===== config.mk =====
export PLATFORM = sky130hd
export DESIGN_NAME = clk_ratio_gen
export DESIGN_NICKNAME = d
export VERILOG_FILES = /design/src/rtl/clk_ratio_pkg.sv /design/src/rtl/clk_ratio_ctrl.sv /design/src/rtl/clk_ratio_subdiv.sv /design/src/rtl/clk_ratio_dp.sv /design/src/rtl/clk_ratio_gen.sv
export SDC_FILE = /design/constraint.sdc
export NUM_CORES = 1
export LEC_CHECK = 0
export BUFFER_PORTS_ARGS = -buffer_cell sky130_fd_sc_hd__buf_2
export CORE_ASPECT_RATIO = 0.75
export CORE_UTILIZATION = 40
export CTS_BUF_LIST = sky130_fd_sc_hd__clkbuf_8 sky130_fd_sc_hd__clkbuf_16
export DETAILED_ROUTE_END_ITERATION = 7
export GPL_TIMING_DRIVEN = 0
export PLACE_DENSITY = 0.57
export SLEW_MARGIN = 20
export SYNTH_ARGS = -nofsm -noshare
export SYNTH_HDL_FRONTEND = slang
export SYNTH_HIERARCHICAL = 1
export SYNTH_SLANG_ARGS = --single-unit

===== constraint.sdc =====
create_clock -name clk -period 4.71 [get_ports clk]
set_input_delay 0.942 -clock clk [delete_from_list [all_inputs] [get_ports clk]]
set_output_delay 0.942 -clock clk [all_outputs]
set_load 0.01 [all_outputs]

===== src/rtl/clk_ratio_pkg.sv =====
package clk_ratio_pkg;
  localparam int CFG_W  = 16;
  localparam int PER_W  = 5;
  localparam int NUM_W  = 3;
  localparam int DEN_W  = 4;
  localparam int ACC_W  = DEN_W + 1;
  localparam int SUB_W  = 2;
  localparam int N_SUB  = 2;

  typedef struct packed {
    logic             load;
    logic [PER_W-1:0] perDiv;
    logic [NUM_W-1:0] busNum;
    logic [DEN_W-1:0] busDen;
    logic             tmrQuad;
  } dpCtl_t;

  // Map a clock-speed word and decode mode to divider settings.
  function automatic dpCtl_t decodeCfg(input logic [CFG_W-1:0] w, input logic frac);
    dpCtl_t d;
    logic [3:0] c4;
    logic [2:0] c3;
    c4 = w[11:8];
    c3 = w[10:8];
    d.load    = 1'b0;
    d.perDiv  = w[PER_W-1:0];
    d.tmrQuad = w[12];
    d.busNum  = NUM_W'(1);
    if (frac) begin
      case (c4)
        4'd9:    begin d.busNum = NUM_W'(6); d.busDen = DEN_W'(9);  end
        4'd10:   begin d.busNum = NUM_W'(4); d.busDen = DEN_W'(10); end
        default: d.busDen = c4;
      endcase
    end else begin
      case (c3)
        3'd7:    d.busDen = DEN_W'(1);
        3'd1:    d.busDen = DEN_W'(2);
        default: d.busDen = {1'b0, c3};
      endcase
    end
    return d;
  endfunction
endpackage


===== src/rtl/clk_ratio_ctrl.sv =====
module clk_ratio_ctrl
  import clk_ratio_pkg::*;
#(
  parameter logic [CFG_W-1:0] RST_CFG = '0
) (
  input  logic             clk,
  input  logic             rstN,
  input  logic             cfgWe,
  input  logic [CFG_W-1:0] cfgWdata,
  input  logic             fracMode,
  input  logic             perTick,
  output logic [CFG_W-1:0] cfgRdata,
  output logic [1:0]       faultFlags,
  output dpCtl_t           dpCtl
);
  logic [CFG_W-1:0] pendReg, actReg;
  logic             actMode;
  logic             perStopped, differs, loadNow;
  dpCtl_t           dec;

  assign perStopped = (actReg[PER_W-1:0] == '0);
  assign differs    = ({fracMode, pendReg} != {actMode, actReg});
  assign loadNow    = differs && (perTick || perStopped);

  always_ff @(posedge clk) begin
    if (!rstN) begin
      pendReg <= RST_CFG;
      actReg  <= RST_CFG;
      actMode <= 1'b0;
    end else begin
      if (cfgWe) pendReg <= cfgWdata;
      if (loadNow) begin
        actReg  <= pendReg;
        actMode <= fracMode;
      end
    end
  end

  always_comb begin
    dec        = decodeCfg(actReg, actMode);
    dpCtl      = dec;
    dpCtl.load = loadNow;
  end

  assign cfgRdata   = pendReg;
  assign faultFlags = {dec.busDen == '0, dec.perDiv == '0};
endmodule


===== src/rtl/clk_ratio_subdiv.sv =====
module clk_ratio_subdiv
  import clk_ratio_pkg::*;
(
  input  logic clk,
  input  logic rstN,
  input  logic clr,
  input  logic tickIn,
  input  logic quad,
  output logic tickOut
);
  logic [SUB_W-1:0] cnt;
  logic [SUB_W-1:0] lim;

  assign lim     = quad ? SUB_W'(3) : SUB_W'(1);
  assign tickOut = tickIn && (cnt >= lim);

  always_ff @(posedge clk) begin
    if (!rstN || clr)  cnt <= '0;
    else if (tickOut)  cnt <= '0;
    else if (tickIn)   cnt <= cnt + SUB_W'(1);
  end
endmodule


===== src/rtl/clk_ratio_dp.sv =====
module clk_ratio_dp
  import clk_ratio_pkg::*;
(
  input  logic   clk,
  input  logic   rstN,
  input  dpCtl_t dpCtl,
  input  logic   revSel,
  output logic   periphEn,
  output logic   busEn,
  output logic   timerEn,
  output logic   countEn
);
  logic [PER_W-1:0] perCnt;
  logic [ACC_W-1:0] acc, accSum;
  logic             perHit, busHit;
  logic [N_SUB:0]   subTick;
  logic [N_SUB-1:0] subQuad;

  assign perHit = (dpCtl.perDiv != '0) && (perCnt == dpCtl.perDiv - PER_W'(1));
  assign accSum = acc + ACC_W'(dpCtl.busNum);
  assign busHit = perHit && (dpCtl.busDen != '0) && (accSum >= ACC_W'(dpCtl.busDen));

  always_ff @(posedge clk) begin
    if (!rstN || dpCtl.load || dpCtl.perDiv == '0) perCnt <= '0;
    else if (perHit)                                 perCnt <= '0;
    else                                             perCnt <= perCnt + PER_W'(1);
  end

  // Fractional accumulator: add numerator per peripheral tick, subtract denominator on overflow.
  always_ff @(posedge clk) begin
    if (!rstN || dpCtl.load) acc <= '0;
    else if (busHit)         acc <= accSum - ACC_W'(dpCtl.busDen);
    else if (perHit && dpCtl.busDen != '0) acc <= accSum;
  end

  assign subTick[0] = busHit;
  assign subQuad    = {!revSel, dpCtl.tmrQuad};

  for (genvar g = 0; g < N_SUB; g++) begin : g_sub
    clk_ratio_subdiv u_sub (
      .clk    (clk),
      .rstN   (rstN),
      .clr    (dpCtl.load),
      .tickIn (subTick[g]),
      .quad   (subQuad[g]),
      .tickOut(subTick[g+1])
    );
  end

  assign periphEn = perHit;
  assign busEn    = subTick[0];
  assign timerEn  = subTick[1];
  assign countEn  = subTick[2];
endmodule


===== src/rtl/clk_ratio_gen.sv =====
module clk_ratio_gen
  import clk_ratio_pkg::*;
#(
  parameter logic [CFG_W-1:0] RST_CFG = '0
) (
  input  logic             clk,
  input  logic             rstN,
  input  logic             cfgWe,
  input  logic [CFG_W-1:0] cfgWdata,
  input  logic             fracMode,
  input  logic             revSel,
  output logic [CFG_W-1:0] cfgRdata,
  output logic [1:0]       faultFlags,
  output logic             periphEn,
  output logic             busEn,
  output logic             timerEn,
  output logic             countEn
);
  dpCtl_t dpCtl;

  clk_ratio_ctrl #(.RST_CFG(RST_CFG)) u_ctrl (
    .clk       (clk),
    .rstN      (rstN),
    .cfgWe     (cfgWe),
    .cfgWdata  (cfgWdata),
    .fracMode  (fracMode),
    .perTick   (periphEn),
    .cfgRdata  (cfgRdata),
    .faultFlags(faultFlags),
    .dpCtl     (dpCtl)
  );

  clk_ratio_dp u_dp (
    .clk     (clk),
    .rstN    (rstN),
    .dpCtl   (dpCtl),
    .revSel  (revSel),
    .periphEn(periphEn),
    .busEn   (busEn),
    .timerEn (timerEn),
    .countEn (countEn)
  );
endmodule


==> run summary, run 1 <==
The flow ran to the end, and the final reports show no timing, DRC or antenna violations. The transition at the pin with the smallest max-transition slack was 0.591 ns; the number of max-cap violations was 0. The net count of the mapped netlist is 407. The highest fanout seen on the critical path was 8.

The tools report the clock tree skew after final layout as 0.00954 ns. The final setup violation count is 0, and the data arrival time of the critical path is 3.54 ns. With fillers left out, the area of the finished cells amounts to 3860 um^2. The fraction of synthesis flops using an asynchronous set or reset pin was 0; the post-detailed-routing wire length was 7830 um. The final period utilization came out at 0.952. TritonCTS built the clock tree. For the later-pin clock latency in the skew report, the log shows 0.30 ns. Setup repair after global routing left no endpoint under its margin.

The number of cells on the worst reg-to-reg path is 16. Using the TritonRoute via totals, the vias-per-cell ratio works out to 5.27. In this run the register-to-register setup slack is 1.21 ns.

Leaving out fill and tap cells, the most frequent cells in the layout are sky130_fd_sc_hd__buf_2, sky130_fd_sc_hd__dfxtp_1, sky130_fd_sc_hd__nand2_1. For the number of antenna violations at the first check in global routing, the log shows 0. The hold path startpoint was u_dp/perCnt[0]$_SDFF_PP0_. The worst-case IR drop observed on VDD is 0.000215 V. Cell row count: 28. The sequential area share after synthesis is 0.282, and the headroom to the max-slew limit is 0.606. For the total routing usage reported by global routing, the log shows 0.192.

The worst hold path class is register to register. The achievable clock frequency is 0.223 GHz. The number of flops mapped to enable cells by yosys was 0.

The worst setup path is captured at a primary output. The number of global-route vias before repair came out at 2699. The share of post-route cells with drive strength above 1 was 0.272; the number of cells produced by synthesis was 373. The wire length of the first global-routing pass was 13000 um; the summed negative setup slack over all endpoints was 0 ns. The prevailing post-synth register cell is sky130_fd_sc_hd__dfxtp_1.

The H-tree was split into 2 levels. The weighted congestion reported at the end of routability-driven placement was 0.775; the core box area was 7990 um^2. Count of hold-fix buffers inserted at cts: 0. The clock transition at the registers of the reported paths is 0.09 ns, and the cell area after synthesis is 3330 um^2. The tree is rooted in a sky130_fd_sc_hd__clkbuf_8. The run gives 377 um as the amount of wire on met3 after detailed routing. The count of state elements after synthesis works out to 47. For the number of vias after detailed routing, the log shows 2799. In this run the cell area measured after placement is 3670 um^2. The post-detailed-route DRC marker count is 0. The number of failing hold endpoints at the final stage is 0. The final net count came out at 459. The number of buffers inserted by port buffering was 41.

The die area was 8700 um^2; the amount of wire on met2 after detailed routing was 3350 um. The per-cell routed wire length works out to 14.7 um. The highest metal layer carrying signal wires in the routed design is met4. Cell count of the worst hold path: 1.

The CTS sink count was 47. For the final number of max-transition violations, the log shows 0. The tools report the number of distinct standard cells referenced by the synthesized netlist as 55. TritonCTS created 5 clock buffers. Measured along the x axis, the die boundary spans 107 um.

After synthesis, the mean cell area works out to 8.93 um^2. Worst flop-to-flop path endpoint: u_dp/g_sub[1].u_sub/cnt[0]$_SDFFE_PP0P_. The overall die height was 81.0 um. From synthesis to final layout, the design area changed by 15.8%. The total overflow left after global routing is 0. The power per unit of standard cell area came out at 552 nW/um^2. The count of antenna diodes in the layout came out at 0. The number of search-and-repair iterations in the first detailed-routing pass came out at 4.

During I/O placement, the number of pins put on the boundary was 43. The number of buffers on the longest clock path was 2; the leakage component of the power was 1.61 nW. At the worst endpoint, the required time is 3.77 ns. The effective utilization at floorplan came out at 0.417. Entering global routing, the biggest net connects 14 pins.

The hold-critical path endpoint was u_dp/perCnt[0]$_SDFF_PP0_. The critical path is of the register to primary output type. In this run the critical register-to-register path is launched from u_ctrl/actReg[9]$_SDFFE_PN0P_.

The violation count after the first detailed-route iteration was 165; the minimum clock period after layout was 4.49 ns. The number of synthesis warnings is 6, and the post-route met1 wirelength is 4060 um. The HPWL after detailed placement is 5780 um. The worst setup path is launched from a register.

The tools report the count of antenna-violating nets left after detailed routing as 0.
## kinds of logic after synthesis
kind of cell,synth area share
and+or+nand+nor,0.251
AOI/OAI and AO/OA,0.143
DFF,0.282
buffers and inverters,0.0860
muxes,0.106
xor gates and xnor gates,0.0789
adders and majority gates,0.0533
## synthesized netlist by cell type, types with 11 or more instances
cell,n,area share
sky130_fd_sc_hd__nor3_1,21,0.032
sky130_fd_sc_hd__o211ai_2,11,0.041
sky130_fd_sc_hd__dfxtp_1,47,0.28
sky130_fd_sc_hd__nor2b_1,19,0.036
sky130_fd_sc_hd__and3_1,12,0.023
sky130_fd_sc_hd__mux2i_1,34,0.10
sky130_fd_sc_hd__xnor2_1,26,0.068
sky130_fd_sc_hd__nor2_1,12,0.014
sky130_fd_sc_hd__nand2_1,38,0.043
sky130_fd_sc_hd__a21oi_1,11,0.017
sky130_fd_sc_hd__inv_1,15,0.017
sky130_fd_sc_hd__ha_1,11,0.041
## final cells by class
type | instances | area, um^2
clock inverters | 1 | 3.75
plain buffers | 28 | 233
fillers | 778 | 4130
flip-flops and latches | 47 | 945
multi-input cells | 283 | 2160
well taps | 105 | 131
inverters | 15 | 56.3
repair buffers | 45 | 235
clock buffers | 7 | 96.3
## through the flow
stage	utilization	std cells	hold WS (ns)	worst slack, ns	power, mW
after global routing	0.483	531	0.508	0.0202	2.29
after global placement	0.459	519	0.458	0.116	1.80
after detailed placement	0.459	519	0.465	0.127	1.81
final	0.483	531	0.481	0.224	2.13
after floorplan	-	373	0.440	0.491	1.51
after CTS	0.476	529	0.487	0.0367	2.11
## registers in the layout, indices dropped and copies added, names as in the netlist
register	flops
u_dp/g_sub.u_sub/cnt	4
u_ctrl/cfgRdata	16
u_dp/acc	5
u_dp/perCnt	5
u_ctrl/actReg	16
u_ctrl/actMode	1
## timing repair
| item | 4_1_cts | 5_1_grt |
|---|---|---|
| pin swaps | 2 | 4 |
| resized for setup | 4 | 11 |
| setup endpoints to repair | 2 | 2 |
| buffers inserted | 2 | 2 |
## how the worst max path moves through the flow
stage          endpoint  slack, ns                     startpoint
6_report        countEn       0.22  u_ctrl/actReg[9]$_SDFFE_PN0P_
3_3_place_gp    countEn       0.12    u_ctrl/actMode$_SDFFE_PN0P_
5_1_grt         countEn       0.02  u_ctrl/actReg[9]$_SDFFE_PN0P_
3_5_place_dp    countEn       0.13  u_ctrl/actReg[9]$_SDFFE_PN0P_
2_1_floorplan   countEn       0.49  u_ctrl/actReg[9]$_SDFFE_PN0P_
4_1_cts         countEn       0.04  u_ctrl/actReg[9]$_SDFFE_PN0P_
## critical path: stages (launching register included)
cell                       delay (ns)
sky130_fd_sc_hd__dfxtp_1         0.30
sky130_fd_sc_hd__clkbuf_4        0.18
sky130_fd_sc_hd__xnor2_1         0.15
sky130_fd_sc_hd__nor3_2          0.19
sky130_fd_sc_hd__inv_1           0.06
sky130_fd_sc_hd__ha_1            0.22
sky130_fd_sc_hd__fa_2            0.39
sky130_fd_sc_hd__xor2_2          0.18
sky130_fd_sc_hd__ha_1            0.35
sky130_fd_sc_hd__buf_4           0.16
sky130_fd_sc_hd__o21a_1          0.19
sky130_fd_sc_hd__o21ai_2         0.10
sky130_fd_sc_hd__nand2b_4        0.09
sky130_fd_sc_hd__and3_2          0.25
sky130_fd_sc_hd__nor2b_2         0.18
sky130_fd_sc_hd__nor2b_1         0.13
sky130_fd_sc_hd__buf_2           0.13
## metal layers
layer / up-vias / GRT usage
li1: 1419 / -
met1: 1308 / 0.274
met2: 65 / 0.302
met3: 7 / 0.0361
met4: 0 / 0.0384
met5: - / 0
## where the power goes
part / total [mW] / switching, mW / internal, mW
clock: 0.269 / 0.137 / 0.132
sequential: 0.534 / 0.0646 / 0.469
combinational: 1.32 / 0.738 / 0.587
total: 2.13 / 0.940 / 1.19
(Power assumes the default switching activity.)
==> run 2, diff against run 1 <==
--- a/config.mk
+++ b/config.mk
@@ -8,9 +8,8 @@
 export BUFFER_PORTS_ARGS = -buffer_cell sky130_fd_sc_hd__buf_2
 export CORE_ASPECT_RATIO = 0.75
 export CORE_UTILIZATION = 40
-export CTS_BUF_LIST = sky130_fd_sc_hd__clkbuf_8 sky130_fd_sc_hd__clkbuf_16
+export CTS_BUF_LIST = sky130_fd_sc_hd__clkbuf_8
 export DETAILED_ROUTE_END_ITERATION = 7
-export GPL_TIMING_DRIVEN = 0
 export PLACE_DENSITY = 0.57
 export SLEW_MARGIN = 20
 export SYNTH_ARGS = -nofsm -noshare
==> run 2 against run 1 <==
Total power shrank 10%; worst hold slack gained 0.0016 ns; first-iteration DRC count shrank 24%; die area stayed put; register-to-register slack better by 0.04 ns; combinational power fell by 19%; critical endpoint unchanged; largest cell class unchanged.
==> run summary, run 2 (same netlist as run 1, synthesis figures left out) <==
The hold path startpoint is u_dp/perCnt[0]$_SDFF_PP0_ (unchanged). Final period utilization: 0.948 (was 0.952). The run finished with clean final reports.

The slack of the worst reg-to-reg path is 1.25 ns (was 1.21 ns). The count of antenna-violating nets left after detailed routing was 0 (unchanged). The tools report the number of search-and-repair iterations in the first detailed-routing pass as 4 (unchanged). The area added between synthesis and finish is 9.62% (was 15.8%), and the number of buffers inserted by port buffering is 42 (was 41).

The tools report the number of max-cap violations as 0 (unchanged). The met2 usage was 0.277 (was 0.302); the cell count of the worst hold path was 1 (unchanged). The highest fanout seen on the critical path is 8 (unchanged), and the count of fill cells added during filler insertion is 826 (was 778).

The run gives 433 (was 459) as the final net count. The critical path class was register to primary output (unchanged). The die area was 8700 um^2 (unchanged). Root cell of the clock tree: sky130_fd_sc_hd__clkbuf_8 (unchanged). The average vias per placed instance came out at 5.31 (was 5.27). The share of power burned in combinational logic is 0.557 (was 0.622), and the minimum clock period after layout is 4.47 ns (was 4.49 ns). The wire length of the first global-routing pass is 12000 um (was 13000 um), and the placed wire-length estimate is 5150 um (was 5780 um).

The number of failing hold endpoints at the final stage is 0 (unchanged), and the number of antenna violations at the first check in global routing is 0 (unchanged). The total routing usage reported by global routing is 0.180 (was 0.192). Met3 layer usage reported by global route: 0.0401 (was 0.0361).

Net switching power: 0.895 mW (was 0.940 mW). For the final setup violation count, the log shows 0 (unchanged). For the portion of total power attributed to the clock network, the log shows 0.143 (was 0.127).

The worst hold path class was register to register (unchanged). Setup repair after global routing left no endpoint under its margin. The tools report the clock buffer count from CTS as 5 (unchanged). The run gives 3.52 ns (was 3.54 ns) as the data arrival time of the critical path.

Leaving out fill and tap cells, the most frequent cell in the layout is sky130_fd_sc_hd__dfxtp_1. The sequential share of power is 0.300 (was 0.251), and the switching fraction of total power is 0.467 (was 0.442). The run gives 2516 (was 2699) as the number of global-route vias before repair. Sort of element at the end of the critical path: a primary output (unchanged). The core box area was 7990 um^2 (unchanged). The hold-critical path endpoint was u_dp/perCnt[0]$_SDFF_PP0_ (unchanged). The run gives 0.245 (was 0.274) as the global routing met1 resource utilization. The tools report the post-detailed-route DRC marker count as 0 (unchanged).

The weighted congestion reported at the end of routability-driven placement was 0.756 (was 0.775); the per-cell routed wire length was 14.5 um (was 14.7 um). Highest-count cells in the layout ignoring fill and taps: sky130_fd_sc_hd__dfxtp_1, sky130_fd_sc_hd__buf_2, sky130_fd_sc_hd__nand2_1 (was sky130_fd_sc_hd__buf_2, sky130_fd_sc_hd__dfxtp_1, sky130_fd_sc_hd__nand2_1). The startpoint of the most critical register-to-register path is u_ctrl/actReg[9]$_SDFFE_PN0P_ (unchanged). Depth of the worst register-to-register path: 14 (was 16). The startpoint kind of the worst setup timing path was a register (unchanged). The logs give 0 (unchanged) for the total congestion overflow and 2 (unchanged) for the number of H-tree levels.

The power per unit of standard cell area was 524 nW/um^2 (was 552 nW/um^2); the required time at the endpoint of the critical path was 3.77 ns (about the same). The count of antenna diodes in the layout is 0 (unchanged), and the transition at the pin with the smallest max-transition slack is 0.871 ns (was 0.591 ns). The headroom to the max-slew limit was 0.420 (was 0.606); the horizontal die dimension was 107 um (unchanged).

Count of hold-fix buffers inserted at cts: 0 (unchanged). Busiest layer in global routing: met2 (unchanged). The logs give 1.48 nW (was 1.61 nW) for the leakage component of the power and 0.224 GHz (was 0.223 GHz) for the achievable clock frequency.

The post-detailed-routing wire length is 7340 um (was 7830 um). The pin count of the biggest net entering global routing is 58 (was 14). The run gives 47 (unchanged) as the CTS sink count. The total I/O pin count is 43 (unchanged).

Summed negative setup slack over all endpoints: 0 ns (unchanged). The logs give 0.457 (was 0.483) for the core utilization of the finished layout and 0.417 (unchanged) for the effective utilization at floorplan. Clock transition at the registers of the reported paths: 0.09 ns (about the same). The final number of max-transition violations is 0 (unchanged), and the share of post-route cells with drive strength above 1 is 0.243 (was 0.272). The worst vdd rail ir drop is 0.000292 V (was 0.000215 V), and the violation count after the first detailed-route iteration is 126 (was 165). The run gives 2684 (was 2799) as the number of vias after detailed routing. For the cell row count, the log shows 28 (unchanged).

The tools report the worst flop-to-flop path endpoint as u_dp/g_sub[1].u_sub/cnt[1]$_SDFFE_PP0P_ (was u_dp/g_sub[1].u_sub/cnt[0]$_SDFFE_PP0P_). The number of buffers on the longest clock path came out at 2 (unchanged). The logs give 0.00664 ns (was 0.00954 ns) for the clock tree skew after final layout and 1.02 mW (was 1.19 mW) for the internal cell power.

The later-pin clock latency in the skew report came out at 0.31 ns (was 0.30 ns). The overall die height is 81.0 um (unchanged). TritonCTS built the clock tree.
run 2: cell types whose count changed in the layout (fill, tap and decap cells not counted), moves of 2 or more:
cell / previous run / this run
sky130_fd_sc_hd__buf_6: 5 / 0
sky130_fd_sc_hd__clkbuf_1: 4 / 0
sky130_fd_sc_hd__buf_2: 46 / 42
sky130_fd_sc_hd__dfxtp_1: 46 / 44
sky130_fd_sc_hd__buf_4: 12 / 5
sky130_fd_sc_hd__clkbuf_8: 12 / 7
run 2: per-stage QoR:
stage	cell area [um^2]	std cells	total power [mW]	hold WS, ns	setup WS (ns)
global route	3650	505	2.07	0.526	0.0138
finish	3650	505	1.91	0.483	0.245
global placement	3480	496	1.60	0.460	0.305
detailed placement	3480	496	1.61	0.467	0.204
CTS	3600	504	1.90	0.488	0.0218
floorplan	3330	373	1.51	0.440	0.491
run 2: worst max path at each step:
stage,to,start,cells after the start
after floorplan,countEn,u_ctrl/actReg[9]$_SDFFE_PN0P_,13
after global placement,countEn,u_ctrl/actReg[9]$_SDFFE_PN0P_,14
after detailed placement,countEn,u_ctrl/actReg[9]$_SDFFE_PN0P_,14
after global routing,countEn,u_ctrl/actReg[11]$_SDFFE_PN0P_,14
after CTS,countEn,u_ctrl/actMode$_SDFFE_PN0P_,14
final,countEn,u_ctrl/actReg[9]$_SDFFE_PN0P_,14
run 2: cell type report:
| class | count | area [um^2] | area share |
|---|---|---|---|
| Multi-Input combinational cell | 283 | 2170 | 0.593 |
| Inverter | 15 | 56.3 | 0.0154 |
| Clock buffer | 7 | 96.3 | 0.0264 |
| Timing Repair Buffer | 47 | 248 | 0.0679 |
| Sequential cell | 47 | 950 | 0.260 |
| Tap cell | 105 | 131 | 0.0360 |
| Clock inverter | 1 | 3.75 | 0.00103 |
run 2: power by group through the flow:
stage | Combinational [mW] | Clock [mW] | Sequential, mW
floorplan | 0.983 | 0 | 0.528
global placement | 1.03 | 0 | 0.567
detailed placement | 1.03 | 0 | 0.572
CTS | 1.04 | 0.285 | 0.566
global route | 1.18 | 0.302 | 0.586
finish | 1.07 | 0.273 | 0.575
run 2: worst max-delay path, stage by stage (launching register included):
cell and delay [ns]:
sky130_fd_sc_hd__dfxtp_4 0.39, sky130_fd_sc_hd__xnor2_1 0.15, sky130_fd_sc_hd__nor3_2 0.19, sky130_fd_sc_hd__inv_1 0.07, sky130_fd_sc_hd__ha_1 0.24, sky130_fd_sc_hd__fa_2 0.38, sky130_fd_sc_hd__xor2_2 0.21, sky130_fd_sc_hd__ha_4 0.25
sky130_fd_sc_hd__a41oi_2 0.25, sky130_fd_sc_hd__o221ai_2 0.15, sky130_fd_sc_hd__nand2b_2 0.24, sky130_fd_sc_hd__and3_2 0.27, sky130_fd_sc_hd__nor2b_2 0.18, sky130_fd_sc_hd__nor2b_1 0.13, sky130_fd_sc_hd__buf_2 0.13
run 2: repair_timing:
action,CTS,global route
pin swaps,0,5
buffers inserted,0,1
endpoints found under the setup margin,2,2
resized for setup,5,10
run 2: per-layer routing:
metal	routed length, um	part of all wire
met2	3220	0.44
met4	92	0.013
met1	3750	0.51
met3	285	0.039
met5	0	0
